<file path="config.mk">
export PLATFORM = sky130hd
export DESIGN_NAME = sc_char_engine
export DESIGN_NICKNAME = d
export VERILOG_FILES = /design/src/rtl/sc_pkg.sv /design/src/rtl/sc_fifo.sv /design/src/rtl/sc_rx.sv /design/src/rtl/sc_tx.sv /design/src/rtl/sc_char_engine.sv
export SDC_FILE = /design/constraint.sdc
export NUM_CORES = 1
export LEC_CHECK = 0
export BUFFER_PORTS_ARGS = -buffer_cell sky130_fd_sc_hd__buf_4
export CAP_MARGIN = 25
export CORE_MARGIN = 5
export CORE_UTILIZATION = 35
export CTS_CLUSTER_SIZE = 8
export DETAILED_ROUTE_END_ITERATION = 10
export GPL_TIMING_DRIVEN = 0
export PLACE_DENSITY = 0.6
export SKIP_CTS_REPAIR_TIMING = 1
export SKIP_LAST_GASP = 1
export SLEW_MARGIN = 20
export SYNTH_ARGS = -nofsm -noshare
export SYNTH_HDL_FRONTEND = slang
export SYNTH_SLANG_ARGS = --single-unit
</file>
<file path="constraint.sdc">
create_clock -name clk -period 7.65 [get_ports clk]
set_input_delay 1.53 -clock clk [delete_from_list [all_inputs] [get_ports clk]]
set_output_delay 1.53 -clock clk [all_outputs]
set_load 0.02 [all_outputs]
</file>
<file path="src/rtl/sc_pkg.sv">
package sc_pkg;
    typedef enum logic [2:0] {
        RX_IDLE,
        RX_START,
        RX_BITS,
        RX_STOP,
        RX_NAK
    } rx_state_t;

    typedef enum logic [2:0] {
        TX_IDLE,
        TX_ARM,
        TX_SEND,
        TX_GUARD,
        TX_HOLD
    } tx_state_t;

    // quarter-ETU instants counted from start detection
    localparam logic [5:0] Q_START_CHK = 6'd2;
    localparam logic [5:0] Q_PAR_SMP   = 6'd38;
    localparam logic [5:0] Q_TX_REL    = 6'd40;
    localparam logic [5:0] Q_FER_CHK   = 6'd41;
    localparam logic [5:0] Q_COMMIT    = 6'd42;
    localparam logic [5:0] Q_NAK_END   = 6'd46;
    localparam logic [5:0] Q_RESEND    = 6'd48;

    // status bit positions
    localparam int ST_FT  = 0;
    localparam int ST_FER = 1;
    localparam int ST_OVR = 2;
    localparam int ST_PE  = 3;
    localparam int ST_W   = 4;
endpackage

</file>
<file path="src/rtl/sc_fifo.sv">
module sc_fifo #(
    parameter int W     = 8,
    parameter int DEPTH = 32,
    localparam int AW   = (DEPTH > 1) ? $clog2(DEPTH) : 1,
    localparam int CW   = $clog2(DEPTH + 1)
) (
    input  logic          clk,
    input  logic          rst_n,
    input  logic          wr,
    input  logic [W-1:0]  wdata,
    input  logic          rd,
    output logic [W-1:0]  rdata,
    output logic [CW-1:0] count,
    output logic          full
);
    logic [W-1:0]  mem [DEPTH];
    logic [AW-1:0] wptr;
    logic [AW-1:0] rptr;
    logic          do_wr;
    logic          do_rd;

    assign full  = (count == CW'(DEPTH));
    assign do_wr = wr && !full;
    assign do_rd = rd && (count != '0);
    assign rdata = mem[rptr];

    function automatic logic [AW-1:0] bump(input logic [AW-1:0] p);
        return (p == AW'(DEPTH - 1)) ? '0 : p + AW'(1);
    endfunction

    always_ff @(posedge clk) begin
        if (do_wr) begin
            mem[wptr] <= wdata;
        end
    end

    always_ff @(posedge clk or negedge rst_n) begin
        if (!rst_n) begin
            wptr  <= '0;
            rptr  <= '0;
            count <= '0;
        end else begin
            if (do_wr) wptr <= bump(wptr);
            if (do_rd) rptr <= bump(rptr);
            unique case ({do_wr, do_rd})
                2'b10:   count <= count + CW'(1);
                2'b01:   count <= count - CW'(1);
                default: count <= count;
            endcase
        end
    end
endmodule

</file>
<file path="src/rtl/sc_rx.sv">
module sc_rx
    import sc_pkg::*;
(
    input  logic       clk,
    input  logic       rst_n,
    input  logic       qtick,
    input  logic       enable,
    input  logic       io_in,
    input  logic       proto_t1,
    input  logic [2:0] err_limit,
    output logic       drive_low,
    output logic       idle,
    output logic       wr_req,
    output logic [7:0] wr_data,
    output logic       pe_event,
    output logic       fer_event,
    output logic       reject
);
    rx_state_t  state;
    rx_state_t  state_nx;
    logic [5:0] n;
    logic [5:0] nn;
    logic [8:0] sh;
    logic [2:0] errcnt;
    logic [3:0] lim;
    logic [3:0] err_nx;
    logic       perr;
    logic       commit;
    logic       limit_hit;

    assign nn        = n + 6'd1;
    assign perr      = ^sh;
    assign lim       = (err_limit == 3'd0) ? 4'd1 : {1'b0, err_limit};
    assign err_nx    = {1'b0, errcnt} + 4'd1;
    assign limit_hit = (err_nx >= lim);
    assign commit    = (state == RX_STOP) && qtick && (nn == Q_COMMIT);

    // next-state logic
    always_comb begin
        state_nx = state;
        unique case (state)
            RX_IDLE:  if (qtick && enable && !io_in) state_nx = RX_START;
            RX_START: if (qtick && nn == Q_START_CHK) state_nx = io_in ? RX_IDLE : RX_BITS;
            RX_BITS:  if (qtick && nn == Q_PAR_SMP) state_nx = RX_STOP;
            RX_STOP:  if (commit) state_nx = (!proto_t1 && perr) ? RX_NAK : RX_IDLE;
            RX_NAK:   if (qtick && nn == Q_NAK_END) state_nx = RX_IDLE;
            default:  state_nx = RX_IDLE;
        endcase
    end

    // state register
    always_ff @(posedge clk or negedge rst_n) begin
        if (!rst_n) state <= RX_IDLE;
        else        state <= state_nx;
    end

    // datapath: quarter counter, shifter, retry counter
    always_ff @(posedge clk or negedge rst_n) begin
        if (!rst_n) begin
            n      <= '0;
            sh     <= '0;
            errcnt <= '0;
        end else begin
            if (state == RX_IDLE) begin
                n <= '0;
            end else if (qtick) begin
                n <= nn;
            end
            if (state == RX_BITS && qtick && nn[1:0] == 2'd2) begin
                sh <= {io_in, sh[8:1]};
            end
            if (commit) begin
                if (proto_t1 || !perr || limit_hit) errcnt <= '0;
                else                                errcnt <= err_nx[2:0];
            end
        end
    end

    // outputs
    always_comb begin
        idle      = (state == RX_IDLE);
        drive_low = (state == RX_NAK);
        wr_data   = sh[7:0];
        wr_req    = commit && (proto_t1 || !perr);
        reject    = commit && !proto_t1 && perr;
        pe_event  = commit && perr && (proto_t1 || limit_hit);
        fer_event = (state == RX_STOP) && qtick && (nn == Q_FER_CHK) && !io_in;
    end
endmodule

</file>
<file path="src/rtl/sc_tx.sv">
module sc_tx
    import sc_pkg::*;
(
    input  logic       clk,
    input  logic       rst_n,
    input  logic       qtick,
    input  logic       go,
    input  logic       allow,
    input  logic [7:0] data,
    input  logic       io_in,
    input  logic       proto_t1,
    input  logic [2:0] err_limit,
    output logic       drive_low,
    output logic       busy,
    output logic       pe_event
);
    tx_state_t   state;
    tx_state_t   state_nx;
    logic [5:0]  n;
    logic [5:0]  nn;
    logic [15:0] frame;
    logic [2:0]  naks;
    logic        give_up;
    logic        nak_seen;

    assign nn       = n + 6'd1;
    assign nak_seen = (state == TX_GUARD) && qtick && (nn == Q_COMMIT) && !proto_t1 && !io_in;

    // next-state logic
    always_comb begin
        state_nx = state;
        unique case (state)
            TX_IDLE:  if (go && allow) state_nx = TX_ARM;
            TX_ARM:   if (qtick) state_nx = TX_SEND;
            TX_SEND:  if (qtick && nn == Q_TX_REL) state_nx = TX_GUARD;
            TX_GUARD: if (qtick && nn == Q_COMMIT) state_nx = nak_seen ? TX_HOLD : TX_IDLE;
            TX_HOLD: begin
                if (qtick && give_up && nn == Q_NAK_END)       state_nx = TX_IDLE;
                else if (qtick && !give_up && nn == Q_RESEND) state_nx = TX_SEND;
            end
            default:  state_nx = TX_IDLE;
        endcase
    end

    // state register
    always_ff @(posedge clk or negedge rst_n) begin
        if (!rst_n) state <= TX_IDLE;
        else        state <= state_nx;
    end

    // datapath
    always_ff @(posedge clk or negedge rst_n) begin
        if (!rst_n) begin
            n       <= '0;
            frame   <= '1;
            naks    <= '0;
            give_up <= 1'b0;
        end else begin
            if (state == TX_IDLE && go && allow) begin
                frame   <= {6'h3f, ^data, data, 1'b0};
                naks    <= '0;
                give_up <= 1'b0;
            end
            if (state == TX_IDLE || state == TX_ARM || state_nx == TX_SEND && state == TX_HOLD) begin
                n <= '0;
            end else if (qtick) begin
                n <= nn;
            end
            if (nak_seen) begin
                if (naks == err_limit) give_up <= 1'b1;
                else                   naks    <= naks + 3'd1;
            end
        end
    end

    // outputs
    always_comb begin
        busy      = (state != TX_IDLE);
        drive_low = (state == TX_SEND) && !frame[n[5:2]];
        pe_event  = (state == TX_HOLD) && qtick && give_up && (nn == Q_NAK_END);
    end
endmodule

</file>
<file path="src/rtl/sc_char_engine.sv">
module sc_char_engine
    import sc_pkg::*;
#(
    parameter int DEPTH = 32,
    parameter int THR_W = 5,
    localparam int CW   = $clog2(DEPTH + 1)
) (
    input  logic             clk,
    input  logic             rst_n,
    input  logic             qtick,
    input  logic             proto_t1,
    input  logic [2:0]       err_limit,
    input  logic [THR_W-1:0] ft_thr,
    input  logic             io_in,
    output logic             io_low,
    input  logic             tx_go,
    input  logic [7:0]       tx_data,
    output logic             tx_busy,
    input  logic             rd_pop,
    output logic [7:0]       rd_data,
    output logic [CW-1:0]    fifo_count,
    input  logic             stat_rd,
    output logic [ST_W-1:0]  status,
    output logic             irq
);
    logic            rx_drv;
    logic            rx_idle;
    logic            rx_wr;
    logic [7:0]      rx_byte;
    logic            rx_pe;
    logic            rx_fer;
    logic            rx_rej;
    logic            tx_drv;
    logic            tx_pe;
    logic            fifo_full;
    logic            fifo_wr;
    logic [ST_W-1:0] ev;
    logic [ST_W-1:0] flags;

    sc_rx u_rx (
        .clk       (clk),
        .rst_n     (rst_n),
        .qtick     (qtick),
        .enable    (!tx_busy),
        .io_in     (io_in),
        .proto_t1  (proto_t1),
        .err_limit (err_limit),
        .drive_low (rx_drv),
        .idle      (rx_idle),
        .wr_req    (rx_wr),
        .wr_data   (rx_byte),
        .pe_event  (rx_pe),
        .fer_event (rx_fer),
        .reject    (rx_rej)
    );

    sc_tx u_tx (
        .clk       (clk),
        .rst_n     (rst_n),
        .qtick     (qtick),
        .go        (tx_go),
        .allow     (rx_idle),
        .data      (tx_data),
        .io_in     (io_in),
        .proto_t1  (proto_t1),
        .err_limit (err_limit),
        .drive_low (tx_drv),
        .busy      (tx_busy),
        .pe_event  (tx_pe)
    );

    sc_fifo #(.W(8), .DEPTH(DEPTH)) u_fifo (
        .clk   (clk),
        .rst_n (rst_n),
        .wr    (fifo_wr),
        .wdata (rx_byte),
        .rd    (rd_pop),
        .rdata (rd_data),
        .count (fifo_count),
        .full  (fifo_full)
    );

    assign fifo_wr = rx_wr && !fifo_full;
    assign io_low  = rx_drv || tx_drv;

    always_comb begin
        ev         = '0;
        ev[ST_FT]  = fifo_wr && (int'(fifo_count) == int'(ft_thr));
        ev[ST_FER] = rx_fer;
        ev[ST_OVR] = rx_wr && fifo_full;
        ev[ST_PE]  = rx_pe || tx_pe;
    end

    always_ff @(posedge clk or negedge rst_n) begin
        if (!rst_n) flags <= '0;
        else        flags <= (stat_rd ? '0 : flags) | ev;
    end

    assign status = flags;
    assign irq    = |flags;
endmodule

</file>
== After elaboration in Yosys (flattened, before gate mapping) ==
Memory sizes are Yosys's and may differ from the RTL's.
Index checks and enable logic that the tools add are counted.
Word-level totals
  register bits: 64
  RAM bits: 256
  bits of input ports: 24
  output and inout port bits: 21
  logic and storage cells: 156
  memories kept: 1
Memories
  u_fifo.mem: words 32, bits a word 8, rd ports 1, clocked after memory_dff 0, write ports 1, line sc_fifo.sv:16  | logic [W-1:0] mem [DEPTH];
Cells by class
  $add $sub $neg: 8
  magnitude comparators: 2
  eq/ne operators: 31
  muxes and demuxes: 36
  bitwise operators: 1
  reductions and logical operators: 64
Operators by type and width (number)
  $eq A6 B6 Y1 const B: 9
  $mux W3: 18
  $logic_and A1 B1 Y1: 38
  $pmux W3 S5: 2
  $mux W6: 4
  $add A6 B1 Y6 const B: 3
  $eq A3 B2 Y1 const B: 5
  $pmux W6 S2: 1
  $add A5 B1 Y5 const B: 2
  $eq A5 B5 Y1 const B: 2
  $mux W5: 2
  $logic_not A3 Y1: 3
  $reduce_xor A9 Y1: 1
  $ne A2 B1 Y1 const B: 4
  $reduce_xor A8 Y1: 1
  $logic_not A1 Y1: 7
  $logic_or A1 B1 Y1: 7
  $eq A3 B1 Y1 const B: 2
  $eq A3 B3 Y1 const B: 2
  $eq A6 B2 Y1 const B: 1
  $eq A6 B6 Y1: 1
  $mux W1: 6
  $reduce_bool A2 Y1: 3
  $reduce_bool A6 Y1: 1
  other kinds (16): 17

== Depth between registers and ports, before layout ==
  word-level depth: 12
  depth in mapped cells: 14
  gate-level depth less buffers: 12

== Modules after synthesis ==
Synthesis repeated with hierarchy kept, for this count alone.
Unflattened totals
  cells, all modules: 921
  area, all modules: 14301.2 µm²
Modules (own cells, without submodules)
  sc_fifo: times used 1, cells each 610, area each 11036.8 µm²
  sc_rx: times used 1, cells each 154, area each 1600.3 µm²
  sc_tx: times used 1, cells each 136, area each 1430.1 µm²
  sc_char_engine: times used 1, cells each 21, area each 234.0 µm²

== Least setup slack after synthesis ==
No wires, ideal clock.
  kind: input -> register
  from: input port qtick
  to: register u_fifo.count[5]
  data arrival time: 3859 ps
  data required time: 7518 ps
  slack: 3659 ps
  stages on the path: 11
  path buffers: 2
  cells stage by stage: nand2_1 -> nor2_1 -> o2111ai_2 -> buf_6 -> buf_6 -> ha_1 -> ha_1 -> or4b_2 -> o21ai_0 -> a211oi_1 -> xnor2_1
On the way
  word-level cells in the longest chain between the ends: 7
  elaborated cells on any way between the ends: 9
Ends and longest elaborated chain
  start, declared: line sc_char_engine.sv:10  | input logic qtick,
  $logic_and A1 B1 Y1 * (2 in a row): line sc_rx.sv:36  | assign commit = (state == RX_STOP) && qtick && (nn == Q_COMMIT);
  $logic_and A1 B1 Y1 *: line sc_rx.sv:84  | wr_req = commit && (proto_t1 || !perr);
  $logic_and A1 B1 Y1 *: line sc_char_engine.sv:83  | assign fifo_wr = rx_wr && !fifo_full;
  $logic_and A1 B1 Y1 *: line sc_fifo.sv:23  | assign do_wr = wr && !full;
  $eq A2 B1 Y1 or $eq A2 B2 Y1 (tied branches): line sc_fifo.sv:45  | unique case ({do_wr, do_rd})
  $pmux W6 S2 or $reduce_bool A2 Y1 (tied branches)
  end signal, assigned: line sc_fifo.sv:46  | 2'b10: count <= count + CW'(1);
  end signal, assigned: line sc_fifo.sv:47  | 2'b01: count <= count - CW'(1);
  end signal, assigned: line sc_fifo.sv:48  | default: count <= count;
  end, declared: line sc_fifo.sv:13  | output logic [CW-1:0] count,
Every way passes the cells marked *; elsewhere a longest branch is shown, timed or not.
A chain may end at the register's enable or synchronous reset.

== Worst setup path in the final report ==
  from: register u_fifo.rptr[1]
  to: output port rd_data[7]
On the way
  word-level cells in the longest chain between the ends: 1
Ends and longest elaborated chain
  start, declared: line sc_fifo.sv:18  | logic [AW-1:0] rptr;
  start signal, assigned: line sc_fifo.sv:44  | if (do_rd) rptr <= bump(rptr);
  $mem_v2 Z32 W8
  end, declared: line sc_char_engine.sv:20  | output logic [7:0] rd_data,
No other way between the ends.

==> flow_summary.yaml <==
finish:
  area_growth_pct: 18.10
  fill_cells: 3592
  drive_gt1_share_pct: 30.70
  diodes: 0
  finalInstanceArea_sq_um: 16550
  num-nets-final: 961
  final_cell_mix: "256 x edfxtp_1, 82 x mux4_2, 52 x buf_4"
  postLayoutCoreUtil_pct: 41.74
  finalNonFillerCells: 1463
  final_common_cell: "edfxtp_1"
pwr:
  p_total_mw: 5.567
  power_density_nw_per_um2: 336.4
  p_leak_nw: 5.602
  ir_worst_vdd_v: 0.0001765
synthesis:
  synth-compound-area-share_pct: 3.902
  avgSynthCellArea_sq_um: 17.34
  seq_area_frac_synth_pct: 66.39
  yosys.area_share.adder_pct: 2.197
  synth-xor-area-share_pct: 3.242
  synth-simple-area-share_pct: 6.171
  yosys.cell_types.count: 65
  synth_top_family_by_area: "multiplexers"
  syn-cell-area_sq_um: 14010
  synthArstFlopShare_pct: 20.00
  yosys_warnings: 0
  synthCells: 808
  synth-edff-count: 256
  synth_mux_area_share_pct: 16.03
  ys.flop_type: "edfxtp_1"
  synth-seq-cells: 320
  syn_nets: 856
die:
  start_util_pct: 35.34
  ioPinCount: 45
  dieArea_sq_um: 44130
  die_w_microns: 210.1
  rows: 73
  coreArea_sq_um: 39640
  die_height_microns: 210.1
clock_network:
  cts_root_buf: "clkbuf_16"
  clock_sinks: 320
  clock_path_buffers: 3
  cts_made_buffers: 45
  clkTransAtPathRegs_ps: 50
  clk_latency_ps: 550
  cts_tree: "done"
  htree_levels: 2
routing:
  wl_per_cell_microns: 20.61
  final_antenna_net_count: 0
  via_per_inst: 5.167
  first_iter_violations: 572
  post-route-drc-count: 0
  vias: 7559
  routed_wl_microns: 30160
  dr.pass1.iters: 5
worst_setup_path:
  arrival_ps: 3680
  crit_path_end_kind: "output port"
  path_class: "reg2out"
  crit_path_max_fanout: 10
  worstSetupStartpointType: "flop"
  crit_required_ps: 6120
sta:
  maxSlewHeadroom_pct: 38.09
  maxSlewViolCount: 0
  rsz0062_at_grt: "no"
  max_freq_ghz: 0.1918
  worstMarginPinSlew_ps: 928.7
  fin_skew_ps: 20.39
  finalSetupViolations: 0
  hold_violations: 0
  layout_setup_ws_ps: 2436
  fin_setup_tns_ps: 0
  final.min_clock_period_ps: 5214
  finalCritPeriodShare_pct: 68.16
  timing.hold.ws_ps: 477.0
global_routing:
  track_usage_pct: 13.72
  grt_pass1_vias: 7724
  grt_max_degree: 65
  grt_pass1_wl_microns: 46730
  antenna_found_initial: 0
  gr-total-overflow: 0
place:
  place_hpwl_microns: 20340
  dp_cells: 1391
  io_buffers: 44
  place_congestion: 0.7833
  pre_cts_ws_ps: 3019
  post_dp_cell_area_sq_um: 15280
hold_path:
  hold_class: "reg2reg"
flow_run:
  cap_viol_max_count: 0
outcome:
  status: "finished clean"
path summary, 6_finish.rpt:
kind	to	startpoint	cells past startpoint	slack (ps)
min in group asynchronous	u_fifo.count[2]$_DFFE_PN0P_	rst_n	1	1090
max in group asynchronous	u_rx.sh[6]$_DFFE_PN0P_	rst_n	1	5930
setup reg to reg	u_fifo.count[5]$_DFFE_PN0P_	u_rx.sh[5]$_DFFE_PN0P_	13	3280
setup / recovery	rd_data[7]	u_fifo.rptr[1]$_DFFE_PN0P_	6	2440
hold reg to reg	u_tx.frame[9]$_DFFE_PN1P_	u_tx.frame[9]$_DFFE_PN1P_	2	480
hold / removal	u_tx.frame[9]$_DFFE_PN1P_	u_tx.frame[9]$_DFFE_PN1P_	2	480
cell families after synthesis:
kind of cell | count (synthesis)
multiplexers | 118
flip-flops | 320
AO/OA/AOI/OAI | 78
adder cells (fa/ha/maj) | 24
XOR/XNOR | 47
buffers and inverters | 62
AND/OR/NAND/NOR | 159
critical path, stage by stage (launching register included):
cell and delay [ps]:
dfrtp_1 420, clkbuf_1 650, buf_1 600, mux4_2 440, mux4_2 540, mux2_2 330
buf_4 170
power breakdown:
| part | switching [mW] | internal (mW) |
|---|---|---|
| combinational | 0.738 | 0.682 |
| sequential | 0.220 | 2.14 |
| clock | 0.707 | 1.08 |
layer usage:
layer	vias up	part of all wire (%)	global-route usage [%]
met2	211	47	21.01
met1	3866	46	20.23
met3	48	5.7	2.783
met4	0	1.9	3.533
met5	-	0	0
li1	3434	-	-
flip-flops by register name (all words and copies together) (netlist names):
signal	cells
u_fifo.mem	256
u_tx.frame	10
u_rx.sh	9
u_fifo.count	6
u_rx.n	6
u_tx.n	6
u_fifo.rptr	5
u_fifo.wptr	5
status	4
u_rx.errcnt	3
u_rx.state	3
u_tx.naks	3
u_tx.state	3
u_tx.give_up	1
cells in the mapped netlist, types with 7 or more instances:
cell type | n | share of area (%)
inv_1 | 19 | 0.51
mux4_2 | 82 | 13
edfxtp_1 | 256 | 55
buf_2 | 7 | 0.25
buf_1 | 7 | 0.19
xor2_1 | 16 | 1.0
a21oi_1 | 11 | 0.39
nand2b_1 | 10 | 0.45
dfstp_2 | 10 | 1.9
dfrtp_1 | 54 | 9.6
nor2_1 | 22 | 0.59
ha_1 | 23 | 2.1
xnor2_1 | 27 | 1.7
mux2_2 | 28 | 2.3
nand3_1 | 10 | 0.36
o21ai_0 | 22 | 0.79
nor3_2 | 7 | 0.50
clkbuf_1 | 21 | 0.56
nand2_1 | 35 | 0.94
nor3_1 | 30 | 1.1
final cells by class:
cell class | instances | area [sq um] | share of cell area (%)
plain buffers | 43 | 219.0 | 1.323
clock buffers | 70 | 1220 | 7.372
clock inverters | 2 | 46.29 | 0.2798
inverters | 19 | 71.32 | 0.4310
multi-input cells | 426 | 4549 | 27.49
flip-flops and latches | 320 | 9306 | 56.24
well taps | 525 | 656.9 | 3.970
repair buffers | 58 | 478.0 | 2.888
Power figures use the tool's default switching activity.
